==> src/rtl/i2c_evflag_pkg.sv <==
package i2c_evflag_pkg;
  localparam int STATUS_W  = 8;
  localparam int NUM_FLAGS = 7;
  localparam int F_SB   = 0;
  localparam int F_MST  = 1;
  localparam int F_ADR  = 2;
  localparam int F_BTF  = 3;
  localparam int F_BUSY = 4;
  localparam int F_DIR  = 5;
  localparam int F_HDR  = 6;
  localparam logic [NUM_FLAGS-1:0] IRQ_MASK  =
    (NUM_FLAGS'(1) << F_HDR) | (NUM_FLAGS'(1) << F_BTF) |
    (NUM_FLAGS'(1) << F_ADR) | (NUM_FLAGS'(1) << F_SB);
  localparam logic [NUM_FLAGS-1:0] HOLD_MASK =
    (NUM_FLAGS'(1) << F_BTF) | (NUM_FLAGS'(1) << F_ADR) |
    (NUM_FLAGS'(1) << F_SB);
endpackage

==> src/rtl/i2c_evflag_cell.sv <==
module i2c_evflag_cell #(
  parameter bit KEEP_WHEN_OFF = 1'b0
) (
  input  logic clk,
  input  logic rst_n,
  input  logic en,
  input  logic set,
  input  logic clr,
  output logic q
);
  logic q_nx;

  always_comb begin
    if (!en && !KEEP_WHEN_OFF) q_nx = 1'b0;
    else if (set)              q_nx = 1'b1;
    else if (clr)              q_nx = 1'b0;
    else                       q_nx = q;
  end

  always_ff @(posedge clk or negedge rst_n) begin
    if (!rst_n) q <= 1'b0;
    else        q <= q_nx;
  end
endmodule

==> src/rtl/i2c_evflag_arm.sv <==
module i2c_evflag_arm (
  input  logic clk,
  input  logic rst_n,
  input  logic en,
  input  logic sr_rd,
  input  logic data_acc,
  input  logic other_acc,
  input  logic new_event,
  output logic armed
);
  logic armed_nx;

  always_comb begin
    if (!en || new_event || other_acc || data_acc) armed_nx = 1'b0;
    else if (sr_rd)                                armed_nx = 1'b1;
    else                                           armed_nx = armed;
  end

  always_ff @(posedge clk or negedge rst_n) begin
    if (!rst_n) armed <= 1'b0;
    else        armed <= armed_nx;
  end
endmodule

==> src/rtl/i2c_evflag_out.sv <==
module i2c_evflag_out #(
  parameter int N = 7,
  parameter logic [N-1:0] IRQ_SEL  = '0,
  parameter logic [N-1:0] HOLD_SEL = '0
) (
  input  logic [N-1:0] flags,
  input  logic         ite,
  output logic         irq,
  output logic         hold
);
  assign irq  = ite && (|(flags & IRQ_SEL));
  assign hold = |(flags & HOLD_SEL);
endmodule

==> src/rtl/i2c_evflag_ctrl.sv <==
module i2c_evflag_ctrl
  import i2c_evflag_pkg::*;
(
  input  logic                clk,
  input  logic                rst_n,
  input  logic                pe_i,
  input  logic                ite_i,
  input  logic                ack_en_i,
  input  logic                start_req_i,
  input  logic                start_gen_i,
  input  logic                bus_start_i,
  input  logic                bus_stop_i,
  input  logic                hdr_sent_i,
  input  logic                tx_ack_i,
  input  logic                rx_ack_i,
  input  logic                addr_hit_i,
  input  logic                gcall_hit_i,
  input  logic                arb_lost_i,
  input  logic                dma_done_i,
  input  logic                sr_rd_i,
  input  logic                dr_rd_i,
  input  logic                dr_wr_i,
  input  logic                other_acc_i,
  output logic [STATUS_W-1:0] status_o,
  output logic                irq_o,
  output logic                scl_hold_o
);
  logic [NUM_FLAGS-1:0] flag_q;
  logic [NUM_FLAGS-1:0] set_v;
  logic [NUM_FLAGS-1:0] clr_v;
  logic armed;
  logic sb_ev, rx_ev, btf_clr, armed_wr, any_ev;

  // start only counts when the bus was idle before this cycle
  assign sb_ev    = start_req_i && start_gen_i && !flag_q[F_BUSY];
  assign rx_ev    = rx_ack_i && ack_en_i;
  assign armed_wr = armed && dr_wr_i;
  assign btf_clr  = dma_done_i ||
                    (armed && (flag_q[F_DIR] ? dr_wr_i : dr_rd_i));
  assign any_ev   = pe_i && (hdr_sent_i || tx_ack_i || rx_ev ||
                             addr_hit_i || gcall_hit_i || sb_ev);

  always_comb begin
    set_v = '0;
    clr_v = '0;
    set_v[F_SB]   = sb_ev;
    clr_v[F_SB]   = armed_wr;
    set_v[F_MST]  = sb_ev;
    clr_v[F_MST]  = bus_stop_i || arb_lost_i;
    set_v[F_ADR]  = addr_hit_i || gcall_hit_i;
    clr_v[F_ADR]  = sr_rd_i;
    set_v[F_BTF]  = tx_ack_i || rx_ev;
    clr_v[F_BTF]  = btf_clr;
    set_v[F_BUSY] = bus_start_i;
    clr_v[F_BUSY] = bus_stop_i;
    set_v[F_DIR]  = tx_ack_i;
    clr_v[F_DIR]  = rx_ev || btf_clr || bus_stop_i || arb_lost_i;
    set_v[F_HDR]  = hdr_sent_i;
    clr_v[F_HDR]  = armed_wr || bus_stop_i;
  end

  for (genvar i = 0; i < NUM_FLAGS; i++) begin : g_flag
    i2c_evflag_cell #(
      .KEEP_WHEN_OFF(i == F_BUSY)
    ) u_cell (
      .clk   (clk),
      .rst_n (rst_n),
      .en    (pe_i),
      .set   (set_v[i]),
      .clr   (clr_v[i]),
      .q     (flag_q[i])
    );
  end

  i2c_evflag_arm u_arm (
    .clk       (clk),
    .rst_n     (rst_n),
    .en        (pe_i),
    .sr_rd     (sr_rd_i),
    .data_acc  (dr_rd_i || dr_wr_i),
    .other_acc (other_acc_i),
    .new_event (any_ev),
    .armed     (armed)
  );

  i2c_evflag_out #(
    .N        (NUM_FLAGS),
    .IRQ_SEL  (IRQ_MASK),
    .HOLD_SEL (HOLD_MASK)
  ) u_out (
    .flags (flag_q),
    .ite   (ite_i),
    .irq   (irq_o),
    .hold  (scl_hold_o)
  );

  assign status_o = {{(STATUS_W-NUM_FLAGS){1'b0}}, flag_q};
endmodule

==> config.mk <==
export PLATFORM = sky130hd
export DESIGN_NAME = i2c_evflag_ctrl
export DESIGN_NICKNAME = d
export VERILOG_FILES = /design/src/rtl/i2c_evflag_pkg.sv /design/src/rtl/i2c_evflag_cell.sv /design/src/rtl/i2c_evflag_arm.sv /design/src/rtl/i2c_evflag_out.sv /design/src/rtl/i2c_evflag_ctrl.sv
export SDC_FILE = /design/constraint.sdc
export NUM_CORES = 1
export LEC_CHECK = 0
export ABC_AREA = 1
export BUFFER_PORTS_ARGS = -buffer_cell sky130_fd_sc_hd__buf_2
export CORE_AREA = 8 8 45 47
export DETAILED_ROUTE_END_ITERATION = 10
export DIE_AREA = 0 0 53 55
export HOLD_SLACK_MARGIN = 0.15
export PLACE_DENSITY = 0.66
export SLEW_MARGIN = 20
export SYNTH_ARGS = -nofsm -noshare
export SYNTH_HDL_FRONTEND = slang
export SYNTH_SLANG_ARGS = --single-unit
==> constraint.sdc <==
create_clock -name clk -period 1.13 [get_ports clk]
set_input_delay 0.226 -clock clk [delete_from_list [all_inputs] [get_ports clk]]
set_output_delay 0.226 -clock clk [all_outputs]
set_load 0.01 [all_outputs]
==> flow_results.xml, run 1 <==
<?xml version="1.0" encoding="UTF-8"?>
<metrics>
  <group name="die">
    <metric name="die_w" unit="µm">53</metric>
    <metric name="die_h" unit="µm">55</metric>
    <metric name="rows" unit="">14</metric>
    <metric name="io_pins" unit="">30</metric>
    <metric name="initial_core_utilization" unit="%">35.4</metric>
    <metric name="fp.coreArea" unit="µm²">1380</metric>
    <metric name="die_area" unit="µm²">2920</metric>
  </group>
  <group name="timing">
    <metric name="final_critical_path_setup_slack" unit="ns">-0.172</metric>
    <metric name="unrepaired_setup_endpoints_after_global_routing" unit="">true</metric>
    <metric name="maxSlewViolCount" unit="">0</metric>
    <metric name="fin_worst_skew" unit="ns">0.00683</metric>
    <metric name="setup_viol_count_final" unit="">3</metric>
    <metric name="setup_tns" unit="ns">-0.279</metric>
    <metric name="achievable-frequency" unit="MHz">768</metric>
    <metric name="holdWs" unit="ns">0.189</metric>
    <metric name="final-hold-violation-count" unit="">0</metric>
    <metric name="final_critical_path_time_including_i_o_delays_and_setup" unit="ns">1.30</metric>
    <metric name="min_period_over_period" unit="%">115</metric>
  </group>
  <group name="routing">
    <metric name="detail_route.iter0.violations" unit="">3</metric>
    <metric name="drt_pre_antenna_iters" unit="">4</metric>
    <metric name="route.detailed.vias_per_inst" unit="">4.37</metric>
    <metric name="remaining_drc_errors" unit="">0</metric>
    <metric name="vias" unit="">463</metric>
    <metric name="drtAntennaViolNets" unit="">0</metric>
    <metric name="wirelength" unit="mm">1.32</metric>
    <metric name="wl_per_cell" unit="µm">12.4</metric>
  </group>
  <group name="placement">
    <metric name="detailedPlace.worstSlack" unit="ns">0.0783</metric>
    <metric name="place_congestion" unit="">0.737</metric>
    <metric name="hpwl" unit="mm">1.08</metric>
    <metric name="place.detailed.instances" unit="">99</metric>
    <metric name="placement.io_buffers" unit="">28</metric>
  </group>
  <group name="yosys">
    <metric name="synthesis.area" unit="µm²">490</metric>
    <metric name="syn_area_per_cell" unit="µm²">7.79</metric>
    <metric name="yosysSeqAreaShare" unit="%">40.8</metric>
    <metric name="ys_seq_elements" unit="">8</metric>
    <metric name="postSynthCellCount" unit="">63</metric>
    <metric name="synth.distinct_cells" unit="">16</metric>
    <metric name="synth.yosys.warnings" unit="">0</metric>
    <metric name="mappedNetlistNets" unit="">83</metric>
  </group>
  <group name="status">
    <metric name="status" unit="">finished, violations left</metric>
    <metric name="violations" unit="">setup timing</metric>
  </group>
  <group name="global_route">
    <metric name="number_of_global_route_vias_before_repair" unit="">507</metric>
    <metric name="antenna_found_initial" unit="">0</metric>
    <metric name="globalRouteTotalUtil" unit="%">9.39</metric>
    <metric name="gr-total-overflow" unit="">0</metric>
    <metric name="grt_pass1_wl" unit="mm">2.06</metric>
    <metric name="grt_start_max_net_pins" unit="">9</metric>
  </group>
  <group name="critical_path">
    <metric name="critical_path.endpoint_type" unit="">primary output</metric>
    <metric name="worst_ep_arrival_time" unit="ns">1.08</metric>
    <metric name="critical_path.cell_chain" unit="">nor2_1 -&gt; nand2_1 -&gt; o21a_1 -&gt; buf_2</metric>
    <metric name="worst_path_largest_cell_delay" unit="ns">0.37</metric>
    <metric name="critPathMaxFanout" unit="">2</metric>
    <metric name="criticalPathCategory" unit="">flip-flop to primary output</metric>
    <metric name="crit_required" unit="ns">0.90</metric>
    <metric name="worst_path_dominant_cell_family" unit="">flip-flops</metric>
    <metric name="critical-path-slowest-cell" unit="">sky130_fd_sc_hd__dfrtp_1</metric>
    <metric name="crit_path_start_kind" unit="">flip-flop</metric>
    <metric name="worstPathBufferInverterCount" unit="">1</metric>
  </group>
  <group name="pwr">
    <metric name="ir_drop" unit="mV">0.433</metric>
    <metric name="cellLeakagePower" unit="nW">0.378</metric>
    <metric name="power-per-cell-area" unit="nW/µm²">1020</metric>
  </group>
  <group name="cells_and_area">
    <metric name="footprint_of_the_flip_flops_and_latches" unit="µm²">200</metric>
    <metric name="multi_input_area" unit="µm²">189</metric>
    <metric name="fin_cells" unit="">106</metric>
    <metric name="layout_cell_share_with_drive_strength_beyond_1" unit="%">44.4</metric>
    <metric name="most-common-layout-cells" unit="">sky130_fd_sc_hd__buf_2, sky130_fd_sc_hd__nand2_1, sky130_fd_sc_hd__inv_1, sky130_fd_sc_hd__dfrtp_1, sky130_fd_sc_hd__nand3_1</metric>
    <metric name="layout-area-overhead-vs-synth" unit="%">34.2</metric>
    <metric name="final_net_count" unit="">112</metric>
    <metric name="nFillCells" unit="">157</metric>
    <metric name="post-route-util" unit="%">47.6</metric>
    <metric name="ant_diodes" unit="">0</metric>
    <metric name="most_common_cell_after_layout_fill_and_taps_aside" unit="">sky130_fd_sc_hd__buf_2</metric>
  </group>
  <group name="worst_hold_path">
    <metric name="hold_path_class" unit="">input port to flip-flop</metric>
  </group>
  <group name="clocking">
    <metric name="ctsRootBufferMaster" unit="">sky130_fd_sc_hd__clkbuf_4</metric>
    <metric name="cts_tree" unit="">done</metric>
    <metric name="htreeDepth" unit="">1</metric>
    <metric name="clkLatencyLatePin" unit="ns">0.25</metric>
    <metric name="numClockSinks" unit="">8</metric>
    <metric name="path_clk_slew" unit="ns">0.06</metric>
    <metric name="cts_max_path_buffers" unit="">2</metric>
    <metric name="cts_made_buffers" unit="">3</metric>
  </group>
  <group name="job">
    <metric name="number_of_max_capacitance_violations_reported" unit="">0</metric>
  </group>
</metrics>
cell families after synthesis:
family,after synthesis,synth area share (%)
AO/OA/AOI/OAI,7,9.69
buffers and inverters,19,20.7
flip-flops,8,40.8
other,1,0.765
AND/OR/NAND/NOR,28,28.1
power breakdown:
group	switching, W	total (W)	internal [W]
clock	0.0000928	0.000214	0.000121
combinational	0.0000779	0.000151	0.0000729
sequential	0.00000802	0.000309	0.000301
stage by stage:
step / area [µm²] / power (W)
floorplan: 490 / 0.000394
CTS: 638 / 0.000680
detailed placement: 591 / 0.000448
finish: 658 / 0.000674
global route: 658 / 0.000721
global placement: 591 / 0.000446
path summary, 6_finish.rpt:
check	startpoint	endpoint	slack [ns]	cells after the start
min reg2reg	g_flag[3].u_cell.q$_DFFE_PN0P_	g_flag[3].u_cell.q$_DFFE_PN0P_	0.53	2
max in group asynchronous	rst_n	g_flag[5].u_cell.q$_DFFE_PN0P_	0.60	2
min in group asynchronous	rst_n	g_flag[1].u_cell.q$_DFFE_PN0P_	0.35	2
max	g_flag[0].u_cell.q$_DFFE_PN0P_	irq_o	-0.17	4
min	bus_start_i	g_flag[4].u_cell.q$_DFFE_PN0P_	0.19	2
max reg2reg	g_flag[2].u_cell.q$_DFFE_PN0P_	g_flag[2].u_cell.q$_DFFE_PN0P_	0.27	4
flip-flops by register name, summed over array words and instances (netlist names):
| name | flops |
|---|---|
| u_arm.armed | 1 |
| g_flag.u_cell.q | 7 |
Yosys cell counts, drive strengths merged:
cell type | instances | area [µm²]
nand3 | 5 | 25.0
o21a | 1 | 7.51
inv | 11 | 41.3
a21oi | 4 | 20.0
dfrtp | 8 | 200
conb | 1 | 3.75
o211ai | 1 | 12.5
nor3 | 2 | 10.0
nand3b | 1 | 7.51
nand2 | 14 | 52.6
buf | 8 | 60.1
nor2 | 6 | 42.5
o21bai | 1 | 7.51
worst register-to-register path, delay by kind of cell (launching register included):
| family | cells | cell delay, ns |
|---|---|---|
| DFF | 1 | 0.37 |
| buffers and inverters | 2 | 0.26 |
| AOI/OAI and AO/OA | 1 | 0.05 |
| and+or+nand+nor | 1 | 0.06 |
per-layer routing:
layer  GRT usage (%)  vias up  routed length [µm]
met5               0        -                   0
met4            5.17        0                  34
met3            2.41        2                 133
met2            17.2       17                 689
met1            9.54      205                 460
li1                -      239                   -
layout make-up:
| type | count | area share [%] |
|---|---|---|
| well taps | 16 | 3.04 |
| multi-input cells | 36 | 28.7 |
| clock buffers | 3 | 3.42 |
| flip-flops and latches | 8 | 30.4 |
| repair buffers | 32 | 28.1 |
| inverters | 11 | 6.27 |
what timing repair did:
item                                    CTS  global route
cloned                                    0             0
endpoints found under the hold margin     8             0
gates resized for setup                   0             2
hold buffers                              1             0
setup buffers                             2             1
endpoints found under the setup margin    2             4
pin swaps                                 0             1
No activity file was read; power rests on OpenSTA's default activity.
==> run 2, diff against run 1 <==
==> constraint.sdc (replaced) <==
create_clock -name clk -period 1.13 [get_ports clk]
set_input_delay 0 -clock clk [delete_from_list [all_inputs] [get_ports clk]]
set_output_delay 0 -clock clk [all_outputs]
set_load 0.01 [all_outputs]
==> flow_results.xml, run 2 (synthesis results as in run 1) <==
<?xml version="1.0" encoding="UTF-8"?>
<metrics>
  <group name="pwr">
    <metric name="sw_frac_of_total" unit="%">26.3</metric>
    <metric name="power.sequential.fraction" unit="%">43.8</metric>
    <metric name="ir_drop" unit="mV">0.426</metric>
    <metric name="proportion_of_power_drawn_by_combinational_gates" unit="%">26.2</metric>
    <metric name="net-switching-power" unit="W">0.000188</metric>
    <metric name="power-per-cell-area" unit="nW/µm²">879</metric>
    <metric name="cellLeakagePower" unit="nW">0.441</metric>
    <metric name="power.clock.fraction" unit="%">30.0</metric>
    <metric name="internal_power" unit="W">0.000525</metric>
  </group>
  <group name="routing">
    <metric name="detail_route.iter0.violations" unit="">16</metric>
    <metric name="wirelength" unit="mm">1.57</metric>
    <metric name="drt_pre_antenna_iters" unit="">4</metric>
    <metric name="drtAntennaViolNets" unit="">0</metric>
    <metric name="vias" unit="">538</metric>
    <metric name="wl_per_cell" unit="µm">12.9</metric>
    <metric name="remaining_drc_errors" unit="">0</metric>
    <metric name="route.detailed.vias_per_inst" unit="">4.41</metric>
  </group>
  <group name="placement">
    <metric name="place.detailed.instances" unit="">99</metric>
    <metric name="place_congestion" unit="">0.802</metric>
    <metric name="placement.io_buffers" unit="">28</metric>
  </group>
  <group name="timing">
    <metric name="setup_viol_count_final" unit="">1</metric>
    <metric name="final_critical_path_time_including_i_o_delays_and_setup" unit="ns">1.15</metric>
    <metric name="maxSlewViolCount" unit="">0</metric>
    <metric name="fin_worst_skew" unit="ns">0.00596</metric>
    <metric name="holdWs" unit="ns">0.296</metric>
    <metric name="unrepaired_setup_endpoints_after_global_routing" unit="">true</metric>
    <metric name="final-hold-violation-count" unit="">0</metric>
    <metric name="final_critical_path_setup_slack" unit="ns">-0.0241</metric>
    <metric name="achievable-frequency" unit="MHz">866</metric>
    <metric name="min_period_over_period" unit="%">102</metric>
  </group>
  <group name="critical_path">
    <metric name="crit_path_start_kind" unit="">flip-flop</metric>
    <metric name="worst_ep_arrival_time" unit="ns">1.15</metric>
    <metric name="critical_path.endpoint_type" unit="">primary output</metric>
    <metric name="worst_path_dominant_cell_family" unit="">flip-flops</metric>
    <metric name="critical_path.cell_chain" unit="">nor2_1 -&gt; nand2_1 -&gt; o21a_1 -&gt; buf_2</metric>
    <metric name="worstRegToRegCells" unit="">4</metric>
    <metric name="setup.reg_to_reg.worst_slack" unit="ns">0.29</metric>
    <metric name="criticalPathCategory" unit="">flip-flop to primary output</metric>
    <metric name="reg2reg_to" unit="">u_arm.armed$_DFFE_PN0P_</metric>
    <metric name="worst_path_largest_cell_delay" unit="ns">0.39</metric>
    <metric name="critPathMaxFanout" unit="">3</metric>
    <metric name="crit-reg2reg-launch" unit="">g_flag[4].u_cell.q$_DFFE_PN0P_</metric>
    <metric name="critical-path-slowest-cell" unit="">sky130_fd_sc_hd__dfrtp_1</metric>
    <metric name="crit_required" unit="ns">1.13</metric>
    <metric name="worstPathBufferInverterCount" unit="">1</metric>
  </group>
  <group name="clocking">
    <metric name="numClockSinks" unit="">8</metric>
    <metric name="cts_made_buffers" unit="">3</metric>
    <metric name="cts_tree" unit="">done</metric>
    <metric name="cts_max_path_buffers" unit="">2</metric>
    <metric name="clkLatencyLatePin" unit="ns">0.25</metric>
    <metric name="ctsRootBufferMaster" unit="">sky130_fd_sc_hd__clkbuf_4</metric>
    <metric name="path_clk_slew" unit="ns">0.06</metric>
    <metric name="cts.repair.resized" unit="">0</metric>
    <metric name="htreeDepth" unit="">1</metric>
  </group>
  <group name="cells_and_area">
    <metric name="most_common_cell_after_layout_fill_and_taps_aside" unit="">sky130_fd_sc_hd__buf_2</metric>
    <metric name="ant_diodes" unit="">0</metric>
    <metric name="most-common-layout-cells" unit="">sky130_fd_sc_hd__buf_2, sky130_fd_sc_hd__dlygate4sd3_1, sky130_fd_sc_hd__nand2_1, sky130_fd_sc_hd__inv_1, sky130_fd_sc_hd__dfrtp_1</metric>
    <metric name="layout-area-overhead-vs-synth" unit="%">65.3</metric>
    <metric name="reg.largest.list" unit="">g_flag.u_cell.q x7, u_arm.armed x1</metric>
    <metric name="top_register" unit="">g_flag.u_cell.q</metric>
    <metric name="fin_cells" unit="">122</metric>
    <metric name="layout_cell_share_with_drive_strength_beyond_1" unit="%">35.8</metric>
    <metric name="final_net_count" unit="">128</metric>
    <metric name="largest_register_ffs" unit="">7</metric>
  </group>
  <group name="die">
    <metric name="rows" unit="">14</metric>
    <metric name="die_w" unit="µm">53</metric>
    <metric name="io_pins" unit="">30</metric>
    <metric name="fp.coreArea" unit="µm²">1380</metric>
    <metric name="initial_core_utilization" unit="%">35.4</metric>
    <metric name="die_h" unit="µm">55</metric>
    <metric name="die_area" unit="µm²">2920</metric>
  </group>
  <group name="global_route">
    <metric name="grt_pass1_wl" unit="mm">2.48</metric>
    <metric name="grt_start_max_net_pins" unit="">9</metric>
    <metric name="number_of_global_route_vias_before_repair" unit="">565</metric>
    <metric name="antenna_found_initial" unit="">0</metric>
    <metric name="gr-total-overflow" unit="">0</metric>
    <metric name="globalRouteTotalUtil" unit="%">11.3</metric>
  </group>
  <group name="worst_hold_path">
    <metric name="hold_path_class" unit="">input port to primary output</metric>
    <metric name="min_delay_worst_endpoint" unit="">irq_o</metric>
    <metric name="hold_path_startpoint" unit="">ite_i</metric>
    <metric name="min_delay_path_depth" unit="">3</metric>
  </group>
  <group name="job">
    <metric name="number_of_max_capacitance_violations_reported" unit="">0</metric>
  </group>
  <group name="status">
    <metric name="violations" unit="">setup timing</metric>
    <metric name="status" unit="">finished, violations left</metric>
  </group>
</metrics>
-- run 2: cell count changes in the layout (fill, tap and decap cells not counted) --
cell and change:
sky130_fd_sc_hd__buf_2 +2, sky130_fd_sc_hd__buf_4 -2, sky130_fd_sc_hd__buf_6 -2, sky130_fd_sc_hd__dlygate4sd3_1 +18
-- run 2: worst max-delay path by stage --
stage / startpoint / to / slack [ns] / cells after the start
2_1_floorplan: g_flag[2].u_cell.q$_DFFE_PN0P_ / irq_o / 0.35 / 3
3_3_place_gp: g_flag[0].u_cell.q$_DFFE_PN0P_ / irq_o / 0.30 / 4
3_5_place_dp: g_flag[2].u_cell.q$_DFFE_PN0P_ / irq_o / 0.30 / 4
4_1_cts: g_flag[2].u_cell.q$_DFFE_PN0P_ / irq_o / 0.02 / 4
5_1_grt: g_flag[0].u_cell.q$_DFFE_PN0P_ / irq_o / -0.1 / 4
6_report: g_flag[0].u_cell.q$_DFFE_PN0P_ / irq_o / -0.02 / 4
-- run 2: per-stage QoR --
stage	utilization [%]	worst slack (ns)	setup TNS [ns]	cell area [µm²]	total power, W
5_1_grt	58.6	-0.0960	-0.0960	811	0.000762
3_3_place_gp	42.7	0.304	0	591	0.000447
2_1_floorplan	-	0.355	0	490	0.000394
3_5_place_dp	42.7	0.298	0	591	0.000449
6_report	58.6	-0.0241	-0.0241	811	0.000713
4_1_cts	58.0	0.0208	0	803	0.000719
-- run 2: worst register-to-register path, delay by kind of cell (launching register included) --
kind / cells / cell delay [ns]
DFF: 1 / 0.37
and+or+nand+nor: 3 / 0.31
buffers and inverters: 1 / 0.07
-- run 2: what timing repair did --
action	in CTS	in global routing
endpoints found under the hold margin	16	0
hold buffers	19	0
buffers inserted	0	1
setup endpoints to repair	0	1
-- run 2: cell type report --
cell class / instances / area (µm²)
Fill cell: 127 / 573
Timing Repair Buffer: 48 / 338
Sequential cell: 8 / 200
Multi-Input combinational cell: 36 / 189
Inverter: 11 / 41.3
Clock buffer: 3 / 22.5
Tap cell: 16 / 20.0
-- run 2: power groups by stage --
stage	clock network, W	registers (W)	logic (W)
after global placement	0	0.000316	0.000131
after CTS	0.000224	0.000312	0.000183
after global routing	0.000242	0.000314	0.000206
final	0.000214	0.000312	0.000187
after detailed placement	0	0.000317	0.000132
after floorplan	0	0.000314	0.0000803
-- run 2: per-layer routing --
metal / GRT usage, % / part of all wire, % / vias up
met4: 6.47 / 1.3 / 0
met5: 0 / 0 / -
met1: 11.6 / 38 / 237
met2: 19.9 / 51 / 26
met3: 3.48 / 9.4 / 2
li1: - / - / 273
==> run 3, diff against run 2 <==
--- a/config.mk
+++ b/config.mk
@@ -7,12 +7,13 @@
 export LEC_CHECK = 0
 export ABC_AREA = 1
 export BUFFER_PORTS_ARGS = -buffer_cell sky130_fd_sc_hd__buf_2
-export CORE_AREA = 8 8 45 47
+export CORE_MARGIN = 8
+export CORE_UTILIZATION = 42
 export DETAILED_ROUTE_END_ITERATION = 10
-export DIE_AREA = 0 0 53 55
 export HOLD_SLACK_MARGIN = 0.15
-export PLACE_DENSITY = 0.66
+export PLACE_DENSITY = 0.71
 export SLEW_MARGIN = 20
 export SYNTH_ARGS = -nofsm -noshare
 export SYNTH_HDL_FRONTEND = slang
+export SYNTH_HIERARCHICAL = 1
 export SYNTH_SLANG_ARGS = --single-unit
==> flow_results.xml, run 3 <==
<?xml version="1.0" encoding="UTF-8"?>
<metrics>
  <group name="status">
    <metric name="status" unit="">finished clean</metric>
  </group>
  <group name="yosys">
    <metric name="postSynthCellCount" unit="">87</metric>
    <metric name="mappedNetlistNets" unit="">107</metric>
    <metric name="synthArstFlopShare" unit="%">100</metric>
    <metric name="postSynth.topFlopCell" unit="">sky130_fd_sc_hd__dfrtp_1</metric>
    <metric name="synthTopCellsByCount" unit="">sky130_fd_sc_hd__inv_1, sky130_fd_sc_hd__nand2_1, sky130_fd_sc_hd__a21oi_2, sky130_fd_sc_hd__dfrtp_1, sky130_fd_sc_hd__nor2_2</metric>
    <metric name="cell_type_contributing_the_most_total_cell_area_after_synthesis" unit="">sky130_fd_sc_hd__dfrtp_1</metric>
    <metric name="ys_seq_elements" unit="">8</metric>
    <metric name="synth.yosys.warnings" unit="">6</metric>
    <metric name="yosysSeqAreaShare" unit="%">35.3</metric>
    <metric name="synthesis.area" unit="µm²">567</metric>
    <metric name="synth_enable_flop_cells" unit="">0</metric>
    <metric name="syn_area_per_cell" unit="µm²">6.51</metric>
    <metric name="netlist.area_leader.share" unit="%">35.3</metric>
    <metric name="synth_area_leaders" unit="">sky130_fd_sc_hd__dfrtp_1, sky130_fd_sc_hd__inv_1, sky130_fd_sc_hd__nand2_1, sky130_fd_sc_hd__a21oi_2, sky130_fd_sc_hd__nor2_2</metric>
    <metric name="yosys.cell_count.top_type" unit="">sky130_fd_sc_hd__inv_1</metric>
    <metric name="synth.distinct_cells" unit="">12</metric>
  </group>
  <group name="placement">
    <metric name="placement.io_buffers" unit="">28</metric>
    <metric name="place_congestion" unit="">0.759</metric>
    <metric name="place.detailed.instances" unit="">129</metric>
    <metric name="hpwl" unit="mm">1.10</metric>
  </group>
  <group name="critical_path">
    <metric name="criticalPathCategory" unit="">input port to flip-flop</metric>
    <metric name="setup.reg_to_reg.worst_slack" unit="ns">0.15</metric>
    <metric name="critPathMaxFanout" unit="">2</metric>
    <metric name="worst_setup_path_endpoint" unit="">u_arm/armed$_DFFE_PN0P_</metric>
    <metric name="worstRegToRegCells" unit="">5</metric>
    <metric name="crit_required" unit="ns">1.32</metric>
    <metric name="reg2reg_to" unit="">g_flag[3].u_cell/q$_DFFE_PN0P_</metric>
    <metric name="worst_ep_arrival_time" unit="ns">1.23</metric>
    <metric name="critical_path.endpoint_type" unit="">flip-flop</metric>
    <metric name="crit_path_start" unit="">addr_hit_i</metric>
    <metric name="crit-reg2reg-launch" unit="">g_flag[5].u_cell/q$_DFFE_PN0P_</metric>
    <metric name="crit_path_start_kind" unit="">input port</metric>
  </group>
  <group name="clocking">
    <metric name="ctsRootBufferMaster" unit="">sky130_fd_sc_hd__clkbuf_4</metric>
    <metric name="cts_tree" unit="">done</metric>
    <metric name="numClockSinks" unit="">8</metric>
    <metric name="path_clk_slew" unit="ns">0.06</metric>
    <metric name="cts_made_buffers" unit="">3</metric>
    <metric name="htreeDepth" unit="">1</metric>
    <metric name="cts_max_path_buffers" unit="">2</metric>
    <metric name="post-cts-setup-buffers" unit="">0</metric>
    <metric name="clkLatencyLatePin" unit="ns">0.25</metric>
  </group>
  <group name="cells_and_area">
    <metric name="ant_diodes" unit="">0</metric>
    <metric name="most_common_cell_after_layout_fill_and_taps_aside" unit="">sky130_fd_sc_hd__inv_1</metric>
    <metric name="layout-area-overhead-vs-synth" unit="%">63.4</metric>
    <metric name="layout_cell_share_with_drive_strength_beyond_1" unit="%">34.8</metric>
    <metric name="most-common-layout-cells" unit="">sky130_fd_sc_hd__inv_1, sky130_fd_sc_hd__buf_2, sky130_fd_sc_hd__nand2_1, sky130_fd_sc_hd__dlygate4sd3_1</metric>
    <metric name="reg.largest.list" unit="">g_flag.u_cell/q x7, u_arm/armed x1</metric>
    <metric name="post-route-util" unit="%">72.1</metric>
    <metric name="nFillCells" unit="">111</metric>
    <metric name="top_register" unit="">g_flag.u_cell/q</metric>
    <metric name="fin_cells" unit="">150</metric>
    <metric name="largest_register_ffs" unit="">7</metric>
    <metric name="final_net_count" unit="">157</metric>
  </group>
  <group name="routing">
    <metric name="remaining_drc_errors" unit="">0</metric>
    <metric name="wirelength" unit="mm">1.53</metric>
    <metric name="drtAntennaViolNets" unit="">0</metric>
    <metric name="detail_route.iter0.violations" unit="">5</metric>
    <metric name="drt_pre_antenna_iters" unit="">3</metric>
    <metric name="route.detailed.vias_per_inst" unit="">4.13</metric>
    <metric name="wl_per_cell" unit="µm">10.2</metric>
    <metric name="vias" unit="">620</metric>
  </group>
  <group name="die">
    <metric name="fp.coreArea" unit="µm²">1280</metric>
    <metric name="io_pins" unit="">30</metric>
    <metric name="die_h" unit="µm">52.7</metric>
    <metric name="initial_core_utilization" unit="%">44.1</metric>
    <metric name="rows" unit="">13</metric>
    <metric name="die_w" unit="µm">52.7</metric>
    <metric name="die_area" unit="µm²">2780</metric>
  </group>
  <group name="timing">
    <metric name="setup_viol_count_final" unit="">0</metric>
    <metric name="final-hold-violation-count" unit="">0</metric>
    <metric name="unrepaired_setup_endpoints_after_global_routing" unit="">false</metric>
    <metric name="achievable-frequency" unit="MHz">961</metric>
    <metric name="maxSlewViolCount" unit="">0</metric>
    <metric name="min_period_over_period" unit="%">92.1</metric>
    <metric name="fin_worst_skew" unit="ns">0.00197</metric>
    <metric name="final_critical_path_time_including_i_o_delays_and_setup" unit="ns">1.04</metric>
    <metric name="setup_tns" unit="ns">0</metric>
  </group>
  <group name="pwr">
    <metric name="power-per-cell-area" unit="nW/µm²">807</metric>
    <metric name="ir_drop" unit="mV">0.703</metric>
    <metric name="cellLeakagePower" unit="nW">0.579</metric>
  </group>
  <group name="global_route">
    <metric name="grt_start_max_net_pins" unit="">9</metric>
    <metric name="number_of_global_route_vias_before_repair" unit="">612</metric>
    <metric name="gr-usage-met1" unit="%">12.9</metric>
    <metric name="grt_use_met3" unit="%">5.68</metric>
    <metric name="gr-total-overflow" unit="">0</metric>
    <metric name="grt_use_met2" unit="%">20.4</metric>
    <metric name="globalRouteTotalUtil" unit="%">12.1</metric>
    <metric name="antenna_found_initial" unit="">0</metric>
    <metric name="grt_pass1_wl" unit="mm">2.55</metric>
    <metric name="grt_busiest_layer" unit="">met2</metric>
  </group>
  <group name="job">
    <metric name="number_of_max_capacitance_violations_reported" unit="">0</metric>
  </group>
  <group name="worst_hold_path">
    <metric name="hold_path_class" unit="">input port to flip-flop</metric>
  </group>
</metrics>
==> run 3: changes by cell type after synthesis, moves of 3 or more <==
cell / before / now
sky130_fd_sc_hd__a21oi_1: 4 / 0
sky130_fd_sc_hd__a21oi_2: 0 / 8
sky130_fd_sc_hd__buf_4: 8 / 1
sky130_fd_sc_hd__inv_1: 10 / 37
sky130_fd_sc_hd__nand2_1: 14 / 19
sky130_fd_sc_hd__nand3_1: 5 / 2
sky130_fd_sc_hd__nor2_2: 2 / 5
==> run 3: how the worst min path moves through the flow <==
| stage | start | endpoint | slack, ns | cells past startpoint |
|---|---|---|---|---|
| 6_report | start_gen_i | g_flag[0].u_cell/q$_DFFE_PN0P_ | 0.18 | 7 |
| 5_1_grt | start_gen_i | g_flag[0].u_cell/q$_DFFE_PN0P_ | 0.23 | 7 |
| 4_1_cts | start_gen_i | g_flag[0].u_cell/q$_DFFE_PN0P_ | 0.18 | 7 |
| 3_5_place_dp | rst_n | g_flag[3].u_cell/q$_DFFE_PN0P_ | -0.14 | 1 |
| 3_3_place_gp | rst_n | g_flag[3].u_cell/q$_DFFE_PN0P_ | -0.15 | 1 |
| 2_1_floorplan | rst_n | g_flag[0].u_cell/q$_DFFE_PN0P_ | -0.30 | 0 |
==> run 3: report_power, final <==
group / switching [W] / internal (W)
clock network: 0.000102 / 0.000122
registers: 0.0000125 / 0.000301
logic: 0.0000988 / 0.000110
==> run 3: repair_timing <==
item | 4_1_cts | 5_1_grt
hold buffers | 18 | 0
hold endpoints to repair | 16 | 0
gates resized for setup | 0 | 1
setup endpoints to repair | 0 | 1
==> run 3: layout make-up <==
| cell class | instances | area (µm²) | area share (%) |
|---|---|---|---|
| repair buffers | 46 | 320 | 34.6 |
| multi-input cells | 41 | 225 | 24.3 |
| flip-flops and latches | 8 | 200 | 21.6 |
| inverters | 37 | 139 | 15.0 |
| clock buffers | 3 | 22.5 | 2.43 |
| well taps | 15 | 18.8 | 2.03 |
==> run 3: cell families after synthesis <==
| kind of cell | count (synthesis) | synth area share, % |
|---|---|---|
| buffers and inverters | 38 | 25.8 |
| and+or+nand+nor | 31 | 24.5 |
| AOI/OAI and AO/OA | 9 | 13.7 |
| DFF | 8 | 35.3 |
| other | 1 | 0.662 |
==> run 3: critical path: stages <==
cell and delay [ns]:
sky130_fd_sc_hd__dlygate4sd3_1 0.53, sky130_fd_sc_hd__buf_2 0.14, sky130_fd_sc_hd__nor2_4 0.11, sky130_fd_sc_hd__nand2_1 0.08, sky130_fd_sc_hd__nor2_2 0.10, sky130_fd_sc_hd__a21oi_2 0.05, sky130_fd_sc_hd__nor2_1 0.08, sky130_fd_sc_hd__nand2_1 0.07
sky130_fd_sc_hd__nor2_2 0.07
==> run 3: layer usage <==
layer  wire length [µm]  share of wire (%)  vias up
li1                   -                  -      329
met1                618                 40      267
met2                736                 48       22
met3                161                 11        2
met4                 11               0.72        0
met5                  0                  0        -
==> run 3: metrics by stage <==
| stage | setup slack [ns] | hold slack [ns] | cell area, µm² | total power [W] |
|---|---|---|---|---|
| after global routing | 0.0132 | 0.234 | 926 | 0.000797 |
| after global placement | 0.192 | -0.146 | 718 | 0.000475 |
| after CTS | 0.0840 | 0.183 | 921 | 0.000755 |
| final | 0.0893 | 0.184 | 926 | 0.000747 |
| after detailed placement | 0.163 | -0.142 | 718 | 0.000479 |
| after floorplan | 0.164 | -0.296 | 567 | 0.000405 |
